===== src/rtl/dma_xlate_pkg.sv =====
// Shared types and constants for the DMA address translator.
// Assumes: the path code is visible at the top level as a 2-bit field.
package dma_xlate_pkg;

    typedef enum logic [1:0] {
        PATH_NONE      = 2'd0,
        PATH_DIRECT64  = 2'd1,
        PATH_WINDOW    = 2'd2,
        PATH_TRANSLATE = 2'd3
    } path_e;

    localparam int PAGE_SHIFT_4K  = 12;
    localparam int PAGE_SHIFT_16K = 14;
    localparam int WIN_OFF_W      = 30;

endpackage


===== src/rtl/dma_classify.sv =====
// Address classifier: decodes the DMA address into a path, computes the
// direct result, and derives the table index, the in-range flag and the swap
// source for the translated path.
// Assumes: SYS_AW > 31; purely combinational.
module dma_classify
    import dma_xlate_pkg::*;
#(
    parameter int SYS_AW   = 40,
    parameter int N_DEV    = 8,
    parameter int ENTRIES  = 128,
    parameter bit EXTENDED = 1'b0,
    localparam int DEV_W   = (N_DEV > 1) ? $clog2(N_DEV) : 1,
    localparam int IDX_W   = (ENTRIES > 1) ? $clog2(ENTRIES) : 1
) (
    input  logic [63:0]        addr,
    input  logic [DEV_W-1:0]   dev,
    input  logic [N_DEV-1:0]   dev_swap,
    input  logic [SYS_AW-1:0]  dwin_base,
    input  logic               page_16k,
    output path_e              path,
    output logic [SYS_AW-1:0]  direct_addr,
    output logic               direct_swap,
    output logic [IDX_W-1:0]   idx,
    output logic               idx_ok,
    output logic               xl_swap,
    output logic [13:0]        page_off
);

    logic                 upper_nz;
    logic                 dev_bit;
    logic [WIN_OFF_W-1:0] win_off;
    logic [WIN_OFF_W-1:0] page_num;

    assign upper_nz = |addr[63:32];
    assign dev_bit  = dev_swap[dev];

    // Variant choice: where the window offset and the translated swap come from.
    generate
        if (EXTENDED) begin : g_alias
            assign win_off = {1'b0, addr[28:0]};
            assign xl_swap = addr[29];
        end else begin : g_devbit
            assign win_off = addr[29:0];
            assign xl_swap = dev_bit;
        end
    endgenerate

    // Path decode from the address pattern.
    always_comb begin
        if (upper_nz) begin
            path = addr[56] ? PATH_DIRECT64 : PATH_NONE;
        end else if (addr[31]) begin
            path = PATH_WINDOW;
        end else if (addr[30]) begin
            path = PATH_TRANSLATE;
        end else begin
            path = PATH_NONE;
        end
    end

    // Direct results: passthrough or window base plus offset.
    always_comb begin
        if (path == PATH_DIRECT64) begin
            direct_addr = addr[SYS_AW-1:0];
            direct_swap = 1'b0;
        end else begin
            direct_addr = dwin_base + {{(SYS_AW-31){1'b0}}, addr[30:0]};
            direct_swap = dev_bit;
        end
    end

    // Page number, index and range check for the selected page size.
    always_comb begin
        page_num = page_16k ? (win_off >> PAGE_SHIFT_16K) : (win_off >> PAGE_SHIFT_4K);
        idx_ok   = (page_num < WIN_OFF_W'(ENTRIES));
        idx      = page_num[IDX_W-1:0];
        page_off = win_off[13:0];
    end

endmodule


===== src/rtl/dma_ate_table.sv =====
// Translation entry table: a page frame array with a separate valid vector.
// One write port, one combinational read port; a write lands at the clock
// edge, so a same-cycle read returns the old contents.
// Assumes: only the valid bits need a reset value.
module dma_ate_table #(
    parameter int ENTRIES = 128,
    parameter int PFN_W   = 28,
    localparam int IDX_W  = (ENTRIES > 1) ? $clog2(ENTRIES) : 1
) (
    input  logic             clk,
    input  logic             rst_n,
    input  logic             wr_en,
    input  logic [IDX_W-1:0] wr_idx,
    input  logic             wr_valid,
    input  logic [PFN_W-1:0] wr_pfn,
    input  logic [IDX_W-1:0] rd_idx,
    output logic             rd_valid,
    output logic [PFN_W-1:0] rd_pfn
);

    logic [ENTRIES-1:0] valid_q;
    logic [PFN_W-1:0]   pfn_q [ENTRIES];

    // Valid bits: cleared by reset, updated by the write port.
    always_ff @(posedge clk) begin
        if (!rst_n) begin
            valid_q <= '0;
        end else if (wr_en) begin
            valid_q[wr_idx] <= wr_valid;
        end
    end

    // Frame storage: written with no reset.
    always_ff @(posedge clk) begin
        if (wr_en) begin
            pfn_q[wr_idx] <= wr_pfn;
        end
    end

    // Read port: current contents, before any write at this edge.
    always_comb begin
        rd_valid = valid_q[rd_idx];
        rd_pfn   = pfn_q[rd_idx];
    end

endmodule


===== src/rtl/dma_resolve.sv =====
// Result selector: merges the direct and translated results into one
// address, swap and fault outcome for the decoded path.
// Assumes: a fault forces the address and swap to zero.
module dma_resolve
    import dma_xlate_pkg::*;
#(
    parameter int SYS_AW = 40,
    localparam int PFN_W = SYS_AW - PAGE_SHIFT_4K
) (
    input  path_e              path,
    input  logic [SYS_AW-1:0]  direct_addr,
    input  logic               direct_swap,
    input  logic               idx_ok,
    input  logic               xl_swap,
    input  logic [13:0]        page_off,
    input  logic               page_16k,
    input  logic               ent_valid,
    input  logic [PFN_W-1:0]   ent_pfn,
    output logic [SYS_AW-1:0]  out_addr,
    output logic               out_swap,
    output logic               out_fault
);

    logic [SYS_AW-1:0] xl_addr;

    // Page frame joined with the in-page offset for the active page size.
    always_comb begin
        if (page_16k) begin
            xl_addr = {ent_pfn[PFN_W-1:2], page_off[13:0]};
        end else begin
            xl_addr = {ent_pfn, page_off[11:0]};
        end
    end

    // Path multiplexer with fault suppression.
    always_comb begin
        out_addr  = '0;
        out_swap  = 1'b0;
        out_fault = 1'b0;
        unique case (path)
            PATH_DIRECT64, PATH_WINDOW: begin
                out_addr = direct_addr;
                out_swap = direct_swap;
            end
            PATH_TRANSLATE: begin
                if (idx_ok && ent_valid) begin
                    out_addr = xl_addr;
                    out_swap = xl_swap;
                end else begin
                    out_fault = 1'b1;
                end
            end
            default: out_fault = 1'b1;
        endcase
    end

endmodule


===== src/rtl/dma_xlate.sv =====
// DMA address translator top: classifies each request, looks up the table,
// and registers a one-cycle response.
// Assumes: configuration inputs are stable around requests that use them.
module dma_xlate
    import dma_xlate_pkg::*;
#(
    parameter int SYS_AW   = 40,
    parameter int N_DEV    = 8,
    parameter int ENTRIES  = 128,
    parameter bit EXTENDED = 1'b0,
    localparam int DEV_W   = (N_DEV > 1) ? $clog2(N_DEV) : 1,
    localparam int IDX_W   = (ENTRIES > 1) ? $clog2(ENTRIES) : 1,
    localparam int PFN_W   = SYS_AW - PAGE_SHIFT_4K
) (
    input  logic              clk,
    input  logic              rst_n,
    input  logic              page_16k,
    input  logic [SYS_AW-1:0] dwin_base,
    input  logic [N_DEV-1:0]  dev_swap,
    input  logic              tbl_wr_en,
    input  logic [IDX_W-1:0]  tbl_wr_idx,
    input  logic              tbl_wr_valid,
    input  logic [PFN_W-1:0]  tbl_wr_pfn,
    input  logic              req_valid,
    input  logic [63:0]       req_addr,
    input  logic [DEV_W-1:0]  req_dev,
    output logic              rsp_valid,
    output logic [SYS_AW-1:0] rsp_addr,
    output logic              rsp_swap,
    output logic              rsp_fault,
    output logic [1:0]        rsp_path
);

    path_e             path;
    logic [SYS_AW-1:0] direct_addr;
    logic              direct_swap;
    logic [IDX_W-1:0]  idx;
    logic              idx_ok;
    logic              xl_swap;
    logic [13:0]       page_off;
    logic              ent_valid;
    logic [PFN_W-1:0]  ent_pfn;
    logic [SYS_AW-1:0] res_addr;
    logic              res_swap;
    logic              res_fault;

    dma_classify #(
        .SYS_AW   (SYS_AW),
        .N_DEV    (N_DEV),
        .ENTRIES  (ENTRIES),
        .EXTENDED (EXTENDED)
    ) u_classify (
        .addr        (req_addr),
        .dev         (req_dev),
        .dev_swap    (dev_swap),
        .dwin_base   (dwin_base),
        .page_16k    (page_16k),
        .path        (path),
        .direct_addr (direct_addr),
        .direct_swap (direct_swap),
        .idx         (idx),
        .idx_ok      (idx_ok),
        .xl_swap     (xl_swap),
        .page_off    (page_off)
    );

    dma_ate_table #(
        .ENTRIES (ENTRIES),
        .PFN_W   (PFN_W)
    ) u_table (
        .clk      (clk),
        .rst_n    (rst_n),
        .wr_en    (tbl_wr_en),
        .wr_idx   (tbl_wr_idx),
        .wr_valid (tbl_wr_valid),
        .wr_pfn   (tbl_wr_pfn),
        .rd_idx   (idx),
        .rd_valid (ent_valid),
        .rd_pfn   (ent_pfn)
    );

    dma_resolve #(
        .SYS_AW (SYS_AW)
    ) u_resolve (
        .path        (path),
        .direct_addr (direct_addr),
        .direct_swap (direct_swap),
        .idx_ok      (idx_ok),
        .xl_swap     (xl_swap),
        .page_off    (page_off),
        .page_16k    (page_16k),
        .ent_valid   (ent_valid),
        .ent_pfn     (ent_pfn),
        .out_addr    (res_addr),
        .out_swap    (res_swap),
        .out_fault   (res_fault)
    );

    // Response register: one cycle after the request, zeroed when idle.
    always_ff @(posedge clk) begin
        if (!rst_n) begin
            rsp_valid <= 1'b0;
            rsp_addr  <= '0;
            rsp_swap  <= 1'b0;
            rsp_fault <= 1'b0;
            rsp_path  <= PATH_NONE;
        end else begin
            rsp_valid <= req_valid;
            rsp_addr  <= req_valid ? res_addr : '0;
            rsp_swap  <= req_valid & res_swap;
            rsp_fault <= req_valid & res_fault;
            rsp_path  <= req_valid ? path : PATH_NONE;
        end
    end

endmodule


===== config.mk =====
export PLATFORM = sky130hd
export DESIGN_NAME = dma_xlate
export DESIGN_NICKNAME = d
export VERILOG_FILES = /design/src/rtl/dma_xlate_pkg.sv /design/src/rtl/dma_classify.sv /design/src/rtl/dma_ate_table.sv /design/src/rtl/dma_resolve.sv /design/src/rtl/dma_xlate.sv
export SDC_FILE = /design/constraint.sdc
export NUM_CORES = 2
export LEC_CHECK = 0
export BUFFER_PORTS_ARGS = -buffer_cell sky130_fd_sc_hd__buf_2
export CAP_MARGIN = 10
export CORE_MARGIN = 8
export CORE_UTILIZATION = 40
export CTS_BUF_LIST = sky130_fd_sc_hd__clkbuf_4 sky130_fd_sc_hd__clkbuf_8
export CTS_CLUSTER_DIAMETER = 30
export CTS_CLUSTER_SIZE = 20
export DETAILED_ROUTE_END_ITERATION = 6
export SLEW_MARGIN = 0
export SYNTH_ARGS = -nofsm -noshare
export SYNTH_HDL_FRONTEND = slang
export SYNTH_SLANG_ARGS = --single-unit

===== constraint.sdc =====
create_clock -name clk -period 4.2 [get_ports clk]
set_clock_uncertainty 0.15 [all_clocks]
set_input_delay 0.42 -clock clk [delete_from_list [all_inputs] [get_ports clk]]
set_output_delay 0.42 -clock clk [all_outputs]
set_load 0.1 [all_outputs]

==> flow_metrics.py <==
metrics = {
    "run_status": {
        "status": "complete, but fails checks",
        "violations": "design-rule violations, negative setup slack",
    },
    "clocking": {
        "clk_pin_slew_ns": 0.06,
        "numClockSinks": 3757,
        "clkLatencyLatePin_ns": 1.26,
        "clock_path_buffers": 4,
        "cts_made_buffers": 667,
        "cts_htree_levels": 6,
        "cts_tree": "yes",
        "clock-root-buffer": "clkbuf_8",
    },
    "grt": {
        "grt_pass1_wl_um": 684700,
        "grt_max_degree": 129,
        "grt_overflow": 0,
        "track_usage": 0.2464,
        "antenna_found_initial": 55,
        "grt_pass1_vias": 87170,
    },
    "floorplanning": {
        "io_pins": 201,
        "die_h_um": 625.0,
        "rows": 223,
        "die_area_mm2": 0.3906,
        "start_util": 0.4018,
        "fp.dieW_um": 625.0,
        "core_area_mm2": 0.3691,
    },
    "logic_synthesis": {
        "yosysUniqueCellTypes": 91,
        "synth_adder_area_share": 0.003003,
        "synth-simple-area-share": 0.04936,
        "synth_area_mm2": 0.1483,
        "synthArstFlopShare": 0,
        "yosysTopAreaCell": "edfxtp_1",
        "ys_warn_count": 0,
        "synth_compound_area_frac": 0.04350,
        "netlist.area_leader.share": 0.7255,
        "synth_xor_area_frac": 0.001653,
        "synthMuxAreaShare": 0.1330,
        "synth_top_family_by_area": "multiplexers",
        "yosysSeqAreaShare": 0.7489,
        "synth_area_leaders": "edfxtp_1, mux4_2, nand2_1, dfxtp_1, mux2i_1",
        "syn_nets": 8167,
        "ys_ff_latch": 3757,
        "synthFlopType": "edfxtp_1",
        "postSynthCellCount": 7976,
        "synth_enable_flop_cells": 3584,
        "syn_avg_cell_area_um2": 18.60,
    },
    "timing": {
        "fin_ws_ns": -0.06545,
        "fin_crit_sh": 1.016,
        "min_period_ns": 4.265,
        "worst_pin_slew_ns": 1.331,
        "setup_viol": 3,
        "max_freq_ghz": 0.2344,
        "tns_ns": -0.09734,
        "final-max-slew-violation-count": 0,
        "maxSlewHeadroom": 0.1055,
        "hold_viol": 0,
    },
    "drt": {
        "drtPass1Iterations": 7,
        "vias_per_cell": 5.909,
        "wl_um": 496600,
        "drc_errors": 2,
        "wl_per_cell_um": 33.35,
        "drtIter0Drc": 13050,
        "vias": 87970,
        "drtAntennaViolNets": 0,
    },
    "pwr": {
        "comb_power_share": 0.084,
        "power.leakage_nw": 58.65,
        "ir_drop_uv": 335.1,
        "p_seq_frac": 0.474,
        "powerDensity_mw_per_mm2": 485.6,
        "power.internal_mw": 65.64,
        "power.switching_mw": 21.18,
        "switching_share": 0.2440,
        "power_frac_clock": 0.442,
        "finalPower_mw": 86.82,
    },
    "critical_path": {
        "worstPathRequired_ns": 5.15,
        "cp_max_fo": 14,
        "worstSetupStartpointType": "input pin",
        "crit_arrival_ns": 5.21,
        "endpoint_kind": "flop",
        "worstSetupPathType": "input pin to flop",
    },
    "place": {
        "post-place-ws_ns": -0.6244,
        "place_congestion": 0.9597,
        "portBuffers": 200,
        "place_hpwl_um": 309800,
    },
    "final_layout": {
        "area_delta_synth_final_pct": 20.52,
        "nets": 9556,
        "final_layout_size_suffix_gt1_frac": 0.3124,
        "final_cell_mix": "edfxtp_1, nand2_1, mux4_2",
        "layout_commonest_cell": "edfxtp_1",
    },
    "run": {
        "cap_violations": 0,
    },
    "hold_path": {
        "hold_path_class": "input pin to flop",
    },
}
-- repair_timing --
item                        CTS  global route
setup endpoints to repair     0            14
buffers inserted              0             4
gates resized for setup       0            24
hold buffers                191             0
hold endpoints to repair   3184             0
-- synthesized netlist by cell type, types with 28 or more instances --
master,number
o21ai_0,190
o22ai_1,55
mux4_2,754
mux4_1,28
a31oi_1,41
buf_4,43
nor4_1,32
edfxtp_1,3584
nand4_1,61
a22oi_1,81
dfxtp_1,173
mux2i_1,185
nor3_1,33
nand3_1,252
nand2_1,984
buf_2,141
ha_1,34
nor2_1,224
a21boi_0,119
a21oi_1,225
clkbuf_1,168
buf_6,68
and3_1,32
-- power groups by stage --
stage          Combinational, mW  Sequential, mW  Clock [mW]
5_1_grt                     7.51            41.2        40.5
4_1_cts                     7.20            41.2        38.8
3_3_place_gp                6.97            42.0           0
3_5_place_dp                7.03            42.0           0
6_report                    7.29            41.2        38.3
2_1_floorplan               3.27            42.0           0
-- per-stage QoR --
stage	hold slack (ns)	instances	instance area, um^2	util
floorplan	0.3023	7976	148300	-
global placement	0.3183	13450	161500	0.4375
detailed placement	0.3267	13450	161500	0.4376
CTS	0.007762	14870	178600	0.4838
global route	0.09010	14880	178700	0.4842
finish	0.05945	14890	178800	0.4843
-- per-layer routing --
metal	track usage	part of all wire	wire length, um	up-vias
met2	0.3792	0.46	227000	5404
met1	0.3412	0.39	194200	46200
li1	-	-	-	35340
met5	0	0.00034	168	-
met3	0.05133	0.10	51480	1000
met4	0.1069	0.048	23740	24
-- layout make-up --
| cell class | instances | area [um^2] |
|---|---|---|
| Fill cell | 30470 | 190400 |
| Multi-Input combinational cell | 3721 | 35530 |
| Clock buffer | 757 | 9931 |
| Sequential cell | 3757 | 111100 |
| Antenna cell | 14 | 35.03 |
| Timing Repair Buffer | 1194 | 10680 |
| Inverter | 24 | 90.09 |
| Clock inverter | 470 | 5229 |
| Tap cell | 4950 | 6193 |
-- flip-flops by register name (all words and copies together) (netlist names) --
| register | flops |
|---|---|
| rsp_valid | 1 |
| rsp_addr | 40 |
| rsp_fault | 1 |
| rsp_path | 2 |
| rsp_swap | 1 |
| u_table.valid_q | 128 |
| u_table.pfn_q | 3584 |
-- path summary, 6_finish.rpt --
| check | end | cells after the start | slack, ns | from |
|---|---|---|---|---|
| max reg2reg | rsp_addr[24] | 10 | 0.13 | u_table.pfn_q[46][12] |
| min | rsp_addr[38] | 6 | 0.06 | dwin_base[32] |
| min reg2reg | u_table.valid_q[25] | 2 | 0.33 | u_table.valid_q[25] |
| max | rsp_addr[4] | 16 | -0.07 | req_addr[18] |
-- worst max-delay path, stage by stage --
cell,delay (ns)
dlygate4sd3_1,0.53
buf_2,0.25
buf_4,0.22
mux2i_4,0.41
buf_4,0.33
nand2_1,0.31
nor4_1,0.41
nand4_1,0.24
nand3_1,0.19
o41ai_4,0.11
buf_12,0.16
buf_12,0.15
a22oi_1,0.21
dlygate4sd3_1,0.58
nor2_1,0.04
dlygate4sd3_1,0.58
-- cells by family after synthesis --
group                      after synthesis
AOI/OAI and AO/OA                      975
xor gates and xnor gates                28
adders and majority gates               35
buffers and inverters                  498
DFF                                   3757
muxes                                  981
and+or+nand+nor                       1702
(Power assumes the default switching activity.)
